### src/rtl/dpl_pkg.sv
package dpl_pkg;

    localparam int CFG_W = 32;

    typedef logic [CFG_W-1:0] cyc_t;

    typedef enum logic {
        SEL_PERIOD = 1'b0,
        SEL_ONTIME = 1'b1
    } reg_sel_e;

    typedef struct packed {
        cyc_t period;
        cyc_t on_cyc;
    } wave_cfg_t;

    function automatic cyc_t clamp_range(input cyc_t v, input cyc_t lo, input cyc_t hi);
        if (v < lo)      return lo;
        else if (v > hi) return hi;
        else             return v;
    endfunction

    function automatic cyc_t min3(input cyc_t a, input cyc_t b, input cyc_t c);
        cyc_t m;
        m = (a < b) ? a : b;
        return (m < c) ? m : c;
    endfunction

endpackage

### src/rtl/dpl_shadow.sv
module dpl_shadow
    import dpl_pkg::*;
#(
    parameter cyc_t RST_PERIOD = 32'd50000
) (
    input  logic      clk,
    input  logic      rst,
    input  logic      wr_en,
    input  logic      wr_sel,
    input  cyc_t      wr_data,
    output wave_cfg_t staged
);

    always_ff @(posedge clk) begin
        if (rst) begin
            staged.period <= RST_PERIOD;
            staged.on_cyc <= '0;
        end else if (wr_en) begin
            case (reg_sel_e'(wr_sel))
                SEL_PERIOD: staged.period <= wr_data;
                SEL_ONTIME: staged.on_cyc <= wr_data;
                default:    staged.period <= staged.period;
            endcase
        end
    end

endmodule

### src/rtl/dpl_limiter.sv
module dpl_limiter
    import dpl_pkg::*;
#(
    parameter cyc_t MIN_PERIOD_CYC = 32'd500,
    parameter cyc_t MAX_PERIOD_CYC = 32'd50000,
    parameter cyc_t MAX_ON_CYC     = 32'd5000
) (
    input  wave_cfg_t staged,
    output wave_cfg_t safe,
    output logic      clipped
);

    cyc_t per_c;

    always_comb begin
        per_c       = clamp_range(staged.period, MIN_PERIOD_CYC, MAX_PERIOD_CYC);
        clipped     = (per_c != staged.period);
        safe.period = per_c;
        safe.on_cyc = min3(staged.on_cyc, per_c >> 1, MAX_ON_CYC);
    end

endmodule

### src/rtl/dpl_sequencer.sv
module dpl_sequencer
    import dpl_pkg::*;
#(
    parameter cyc_t MIN_PERIOD_CYC = 32'd500,
    parameter cyc_t MAX_PERIOD_CYC = 32'd50000,
    parameter cyc_t MAX_ON_CYC     = 32'd5000
) (
    input  logic      clk,
    input  logic      rst,
    input  logic      en,
    input  wave_cfg_t safe,
    input  logic      clipped,
    output logic      gate,
    output logic      period_clamped
);

    wave_cfg_t act;
    cyc_t      cnt;
    logic      running;
    logic      boundary;

    assign boundary = !running || (cnt == act.period - cyc_t'(1));

    always_ff @(posedge clk) begin
        if (rst) begin
            act.period     <= MAX_PERIOD_CYC;
            act.on_cyc     <= '0;
            cnt            <= '0;
            running        <= 1'b0;
            period_clamped <= 1'b0;
        end else if (!en) begin
            cnt     <= '0;
            running <= 1'b0;
        end else if (boundary) begin
            act            <= safe;
            period_clamped <= clipped;
            cnt            <= '0;
            running        <= 1'b1;
        end else begin
            cnt <= cnt + cyc_t'(1);
        end
    end

    assign gate = en && running && (cnt < act.on_cyc);

    AST_DUTY_CAP: assert property (@(posedge clk) disable iff (rst)
        act.on_cyc <= (act.period >> 1));

    AST_ON_CEILING: assert property (@(posedge clk) disable iff (rst)
        act.on_cyc <= MAX_ON_CYC);

    AST_PERIOD_RANGE: assert property (@(posedge clk) disable iff (rst)
        (act.period >= MIN_PERIOD_CYC) && (act.period <= MAX_PERIOD_CYC));

    AST_HOLD_MIDPERIOD: assert property (@(posedge clk) disable iff (rst)
        (en && running && !boundary) |=> $stable(act));

    AST_COUNT_STEP: assert property (@(posedge clk) disable iff (rst)
        (en && running && !boundary) |=> (cnt == $past(cnt) + cyc_t'(1)));

    AST_STOP_CLEARS: assert property (@(posedge clk) disable iff (rst)
        !en |=> (cnt == '0) && !running);

    AST_CNT_IN_PERIOD: assert property (@(posedge clk) disable iff (rst)
        cnt < act.period);

endmodule

### src/rtl/dpl_pulse_gen.sv
module dpl_pulse_gen
    import dpl_pkg::*;
#(
    parameter int unsigned CLK_HZ         = 50_000_000,
    parameter cyc_t        MIN_PERIOD_CYC = cyc_t'(CLK_HZ / 100_000),
    parameter cyc_t        MAX_PERIOD_CYC = cyc_t'(CLK_HZ / 1_000),
    parameter cyc_t        MAX_ON_CYC     = cyc_t'(CLK_HZ / 10_000)
) (
    input  logic             clk,
    input  logic             rst,
    input  logic             en,
    input  logic             wr_en,
    input  logic             wr_sel,
    input  logic [CFG_W-1:0] wr_data,
    output logic             gate,
    output logic             period_clamped
);

    wave_cfg_t staged;
    wave_cfg_t safe;
    logic      clipped;

    dpl_shadow #(
        .RST_PERIOD (MAX_PERIOD_CYC)
    ) u_shadow (
        .clk     (clk),
        .rst     (rst),
        .wr_en   (wr_en),
        .wr_sel  (wr_sel),
        .wr_data (wr_data),
        .staged  (staged)
    );

    dpl_limiter #(
        .MIN_PERIOD_CYC (MIN_PERIOD_CYC),
        .MAX_PERIOD_CYC (MAX_PERIOD_CYC),
        .MAX_ON_CYC     (MAX_ON_CYC)
    ) u_limiter (
        .staged  (staged),
        .safe    (safe),
        .clipped (clipped)
    );

    dpl_sequencer #(
        .MIN_PERIOD_CYC (MIN_PERIOD_CYC),
        .MAX_PERIOD_CYC (MAX_PERIOD_CYC),
        .MAX_ON_CYC     (MAX_ON_CYC)
    ) u_sequencer (
        .clk            (clk),
        .rst            (rst),
        .en             (en),
        .safe           (safe),
        .clipped        (clipped),
        .gate           (gate),
        .period_clamped (period_clamped)
    );

    AST_STOPPED_LOW: assert property (@(posedge clk) disable iff (rst)
        (!en && !$past(en)) |-> !gate);

    AST_RESET_QUIET: assert property (@(posedge clk)
        $past(rst) |-> !period_clamped);

endmodule

### config.mk
export PLATFORM = sky130hd
export DESIGN_NAME = dpl_pulse_gen
export DESIGN_NICKNAME = d
export VERILOG_FILES = /design/src/rtl/dpl_pkg.sv /design/src/rtl/dpl_shadow.sv /design/src/rtl/dpl_limiter.sv /design/src/rtl/dpl_sequencer.sv /design/src/rtl/dpl_pulse_gen.sv
export SDC_FILE = /design/constraint.sdc
export NUM_CORES = 1
export LEC_CHECK = 0
export ABC_AREA = 1
export BUFFER_PORTS_ARGS = -buffer_cell sky130_fd_sc_hd__buf_2
export CAP_MARGIN = 20
export CORE_MARGIN = 2
export CORE_UTILIZATION = 30
export CTS_BUF_LIST = sky130_fd_sc_hd__clkbuf_8
export CTS_CLUSTER_DIAMETER = 100
export CTS_CLUSTER_SIZE = 25
export DETAILED_ROUTE_END_ITERATION = 16
export GPL_TIMING_DRIVEN = 1
export MAX_ROUTING_LAYER = met4
export PLACE_DENSITY = 0.48
export REMOVE_ABC_BUFFERS = 1
export SYNTH_ARGS = -nofsm -noshare
export SYNTH_HDL_FRONTEND = slang
export SYNTH_SLANG_ARGS = --single-unit
### constraint.sdc
create_clock -name clk -period 7.5 [get_ports clk]
set_input_delay 0.75 -clock clk [delete_from_list [all_inputs] [get_ports clk]]
set_output_delay 0.75 -clock clk [all_outputs]
set_load 0.02 [all_outputs]
**Yosys cells after proc, flatten, opt, wreduce, memory -nomap -nowiden**

Index checks and enable logic that the tools add are counted.

- Add/sub/neg operators: 2
- $lt $le $gt $ge: 5
- Equality and inequality tests: 2
- Muxes and demuxes: 4
- Bitwise logic cells: 2
- Reduce and logical (&&, ||, !) cells: 9

Operators with widths:

| cell | number |
|---|---|
| 32-bit 2-to-1 mux | 4 |
| 32-bit by 1-bit adder with 32-bit output, second input constant | 1 |
| 32-bit equality test | 1 |
| 32-bit by 16-bit > comparator with 1-bit output, second input constant | 1 |
| 32-bit by 13-bit less-than comparator with 1-bit output, second input constant | 1 |
| 32-bit by 31-bit less-than comparator with 1-bit output | 1 |
| 32-bit less-than comparator | 1 |
| 32-bit by 9-bit less-than comparator with 1-bit output, second input constant | 1 |
| 32-bit != test | 1 |
| 32-bit by 1-bit subtractor with 32-bit output, second input constant | 1 |
| 2-bit AND reduction | 3 |
| 3-bit OR reduction | 1 |
| 1-bit logical AND | 2 |
| 1-bit NOT | 2 |
| 2-bit OR reduction | 1 |
| 1-bit logical NOT | 1 |
| 1-bit logical OR | 1 |

- Bits in registers: 162
- Bits of input ports: 37
- Output and inout bits: 2
- Word-level logic and storage cells: 31

**Logic depth before layout (Yosys ltp)**

- Word-level depth: 7
- Depth in mapped cells: 34
- Mapped depth without buffers: 33

**Hierarchy**

Synthesis repeated with hierarchy kept, for this count alone.

- Cell total of the unflattened synthesis: 1693
- Area, all modules: 10847.9 sq um

Modules (own cells, without submodules):

| module | times used | cells each | area each (sq um) | seq. area each (sq um) |
|---|---|---|---|---|
| dpl_sequencer | 1 | 1035 | 6490.0 | 1961.9 |
| dpl_shadow | 1 | 340 | 2508.7 | 1281.2 |
| dpl_limiter | 1 | 318 | 1849.3 | 0.0 |

**Worst setup path after synthesis**

Ideal clock, no wire load.

- Path kind: reg-to-reg
- From: register u_shadow.staged[44] (netlist name)
- To: register u_sequencer.act[7] (netlist bit)
- Setup time: 0.115 ns
- Data arrival time: 3.214 ns
- Required time: 7.385 ns
- Path slack: 4.170 ns
- Cell stages (with the launch flop): 30
- Path buffers: 1
- Clock period less this slack: 3.330 ns
- Cell sequence: dfxtp_1 -> nor2_1 -> nand2_1 -> inv_2 -> nand2_1 -> nor2_1 -> nand2_1 -> nand2_2 -> inv_1 -> nor2_1 -> inv_1 -> nor2_1 -> ha_1 -> a21oi_1 -> nor2_1 -> a211oi_1 -> nand2_1 -> nand2_1 -> nand2_1 -> nand2_1 -> nand2_2 -> buf_2 -> nand2_1 -> nand3_1 -> nor2_1 -> nand3_1 -> nor2_4 -> nand2_1 -> o21ai_0 -> inv_1

- Longest elaborated chain between the ends: 7
- Elaborated cells between the ends (all ways): 8
- Those cells by class: 4 x order compare; 4 x mux

Ends and longest elaborated chain:

| item | line | text |
|---|---|---|
| 32-bit by 16-bit > comparator with 1-bit output | dpl_pkg.sv:19 | `else if (v > hi) return hi;` |
| 32-bit 2-to-1 mux | dpl_pkg.sv:19 |  |
| 32-bit 2-to-1 mux * | dpl_pkg.sv:18 | `if (v < lo) return lo;` |
| 32-bit by 31-bit less-than comparator with 1-bit output | dpl_pkg.sv:25 | `m = (a < b) ? a : b;` |
| 32-bit 2-to-1 mux * | dpl_pkg.sv:25 |  |
| 32-bit by 13-bit less-than comparator with 1-bit output | dpl_pkg.sv:26 | `return (m < c) ? m : c;` |
| 32-bit 2-to-1 mux * | dpl_pkg.sv:26 |  |
| to (decl) | dpl_sequencer.sv:17 | `wave_cfg_t act;` |

Mark *: on every way between the ends. The rest lies on a longest branch, timed or not.
A chain may end at the register's enable or synchronous reset.

**Worst setup path after layout**

- From: register u_shadow.staged[33] (netlist name)
- To: register u_sequencer.act[7] (netlist bit)

- Longest elaborated chain between the ends: 7
- Elaborated cells between the ends (all ways): 8
- Those cells by class: 4 x order compare; 4 x mux

Ends and longest elaborated chain:

| item | line |
|---|---|
| 32-bit by 16-bit > comparator with 1-bit output | dpl_pkg.sv:19 |
| 32-bit 2-to-1 mux | dpl_pkg.sv:19 |
| 32-bit 2-to-1 mux * | dpl_pkg.sv:18 |
| 32-bit by 31-bit less-than comparator with 1-bit output | dpl_pkg.sv:25 |
| 32-bit 2-to-1 mux * | dpl_pkg.sv:25 |
| 32-bit by 13-bit less-than comparator with 1-bit output | dpl_pkg.sv:26 |
| 32-bit 2-to-1 mux * | dpl_pkg.sv:26 |

Marks and branches as above.

==> results.cfg <==
[routing]
wire_per_inst_um = 14.2
via_per_inst = 4.62
wl_met2_um = 10400
remaining_drc_errors = 0
ant_nets = 0
route.met3.wl_um = 653
drt_iter0_markers = 408
routed_wl_um = 23600
routed.top_layer = met4
met1_length_um = 12400
dr_total_vias = 7700
drt_first_pass_iters = 6

[clocking]
cts.htree.levels = 4
post_cts.resized_instances = 0
clock_latency_ns = 0.47
numCtsBuffers = 17
path_clk_slew_ns = 0.11
cts_root_buf = clkbuf_8
cts_setup_buffers = 0
cts_tree = built
cts_num_sinks = 162
clockBufferDepth = 2
postCtsHoldBufs = 0

[critical_path]
endpoint_kind = flip-flop
cpPeakStageDelay_ns = 0.32
cpMaxStageDelayCell = dfxtp_1
crit_top_cell = nand2_1
reg2reg_from = u_shadow.staged[33]
critPathKind = flip-flop to flip-flop
critPathLaunchType = flip-flop
cp.required_ns = 7.84
worstPathArrival_ns = 4.90
r2r_slack_ns = 2.94
startpoint = u_shadow.staged[33]
crit_fanout = 15

[finish]
finalNetCount = 1362
stdcell_count = 1665
final_common_cell = nor2_1
drive_gt1_frac = 0.111
area_growth_pct = 11.4
diodes = 0
final_cell_mix = nor2_1, nand2_1, dfxtp_1

[yosys]
synth_edf_count = 0
seq_area_frac_synth = 0.362
synth.distinct_cells = 52
async_flop_share = 0
syn_area_per_cell_um2 = 7.32
synth_warnings = 0
synth-seq-cells = 162
synthFlopType = dfxtp_1
syn_area_um2 = 8960
synthCells = 1224

[pwr]
power_frac_seq = 0.515
leakage_nw = 4.20
p_clk_frac = 0.358
p_comb_frac = 0.126
ir_drop_mv = 0.119
swShare = 0.305
p_int_mw = 1.25
p_sw_mw = 0.548
power_per_cell_area_nw_per_um2 = 180

[sta]
rsz0062_at_grt = no
max_freq_mhz = 219
clock_skew_ns = 0.0304
final.setup.tns_ns = 0
setup_violations = 0
max_slew.worst_pin.slew_ns = 0.988
slew_viol_final = 0
finalCritPeriodShare = 0.608
timing.final.hold_violations = 0
post-route-min-period_ns = 4.56
relSlewSlack = 0.340

[place]
globalplace.congestion = 0.842
io_buffers = 38
hpwl_um = 18000
dp_cells = 1632

[floorplanning]
rows = 63
die_w_um = 177
floorplan.core_area_um2 = 29600
die_area_um2 = 31300
start_util = 0.303
io_pins = 39
die_h_um = 177

[global_routing]
grt_overflow_total = 0
grt_antenna_before_repair = 0
grt_pass1_wl_um = 38300
grt_pass1_vias = 7048
grt_usage = 0.160
grt_max_degree = 87

[hold_path]
hold_class = flip-flop to flip-flop
hold_start = u_sequencer.act[31]

[status]
status = finished, final reports clean

[run]
maxCapViolations = 0
power by group through the flow:
stage | logic, mW | registers [mW] | clock network, mW
after global placement | 0.225 | 0.943 | 0
after floorplan | 0.154 | 0.932 | 0
final | 0.227 | 0.924 | 0.643
after detailed placement | 0.228 | 0.944 | 0
after CTS | 0.229 | 0.924 | 0.667
after global routing | 0.261 | 0.928 | 0.702
cell usage after synthesis, types with 2 or more instances:
cell,instances,area (um^2)
nor4_1,6,37.5
inv_1,128,480
or2_2,2,12.5
nor2_2,13,81.3
nand2_1,177,664
buf_2,11,55.1
clkbuf_1,27,101
nand2_2,11,68.8
o21ai_0,106,531
nor3_2,2,20.0
a21oi_2,2,17.5
o31ai_1,2,15.0
a21oi_1,71,355
xnor2_1,14,123
nor2_1,203,762
a31oi_1,2,12.5
a211oi_1,3,22.5
nand4_1,22,138
dfxtp_1,162,3240
o211ai_1,11,82.6
ha_1,63,788
xor2_1,43,377
nor3b_1,14,105
nor2_4,10,113
buf_6,2,22.5
nor3_1,35,175
nand3_1,43,215
nand3_2,9,90.1
inv_2,6,22.5
buf_4,2,15.0
through the flow:
step                      hold slack, ns  utilization  power, mW  setup slack (ns)  instance area (um^2)
after global routing               0.473        0.338       1.89              2.37                  9980
after CTS                          0.458        0.337       1.82              2.91                  9960
after global placement             0.439        0.323       1.17              2.97                  9550
after detailed placement           0.443        0.324       1.17              2.97                  9580
final                              0.453        0.338       1.79              2.94                  9980
after floorplan                    0.425            -       1.09              3.55                  8820
critical path: cells and delay by family (launching register included):
kind            cells  cell delay [ns]
flops               1             0.32
compound gates      2             0.36
fa+ha+maj           1             0.28
buf+inv             7             0.83
simple gates       20             2.67
per-layer routing:
metal  track usage  vias to the layer above
met3        0.0256                        6
met2         0.246                      104
met4        0.0313                        0
li1              -                     4071
met1         0.223                     3519
met5             -                        -
path summary, 6_finish.rpt:
check / depth (start not counted) / to
setup / recovery: 30 / u_sequencer.act[7]
hold / removal: 2 / u_sequencer.act[31]
setup reg to reg: 30 / u_sequencer.act[7]
hold reg to reg: 2 / u_sequencer.act[31]
state kept, by name, summed over array words and instances, names as in the netlist:
| register | flops |
|---|---|
| u_sequencer.period_clamped | 1 |
| u_shadow.staged | 64 |
| u_sequencer.act | 64 |
| u_sequencer.running | 1 |
| u_sequencer.cnt | 32 |
layout make-up:
cell class,count,area [um^2]
clock buffer,17,234
clock inverter,15,153
fill,3258,19600
inverter,134,503
multi-input combinational,901,5080
sequential,162,3240
tap,390,488
timing repair buffer,46,278
kinds of logic after synthesis:
logic type,share of synthesized area
xor gates and xnor gates,0.0557
other,0.000419
buffers and inverters,0.0778
and+or+nand+nor,0.291
AOI/OAI and AO/OA,0.125
adders and majority gates,0.0880
DFF,0.362
Power figures use the tool's default switching activity.
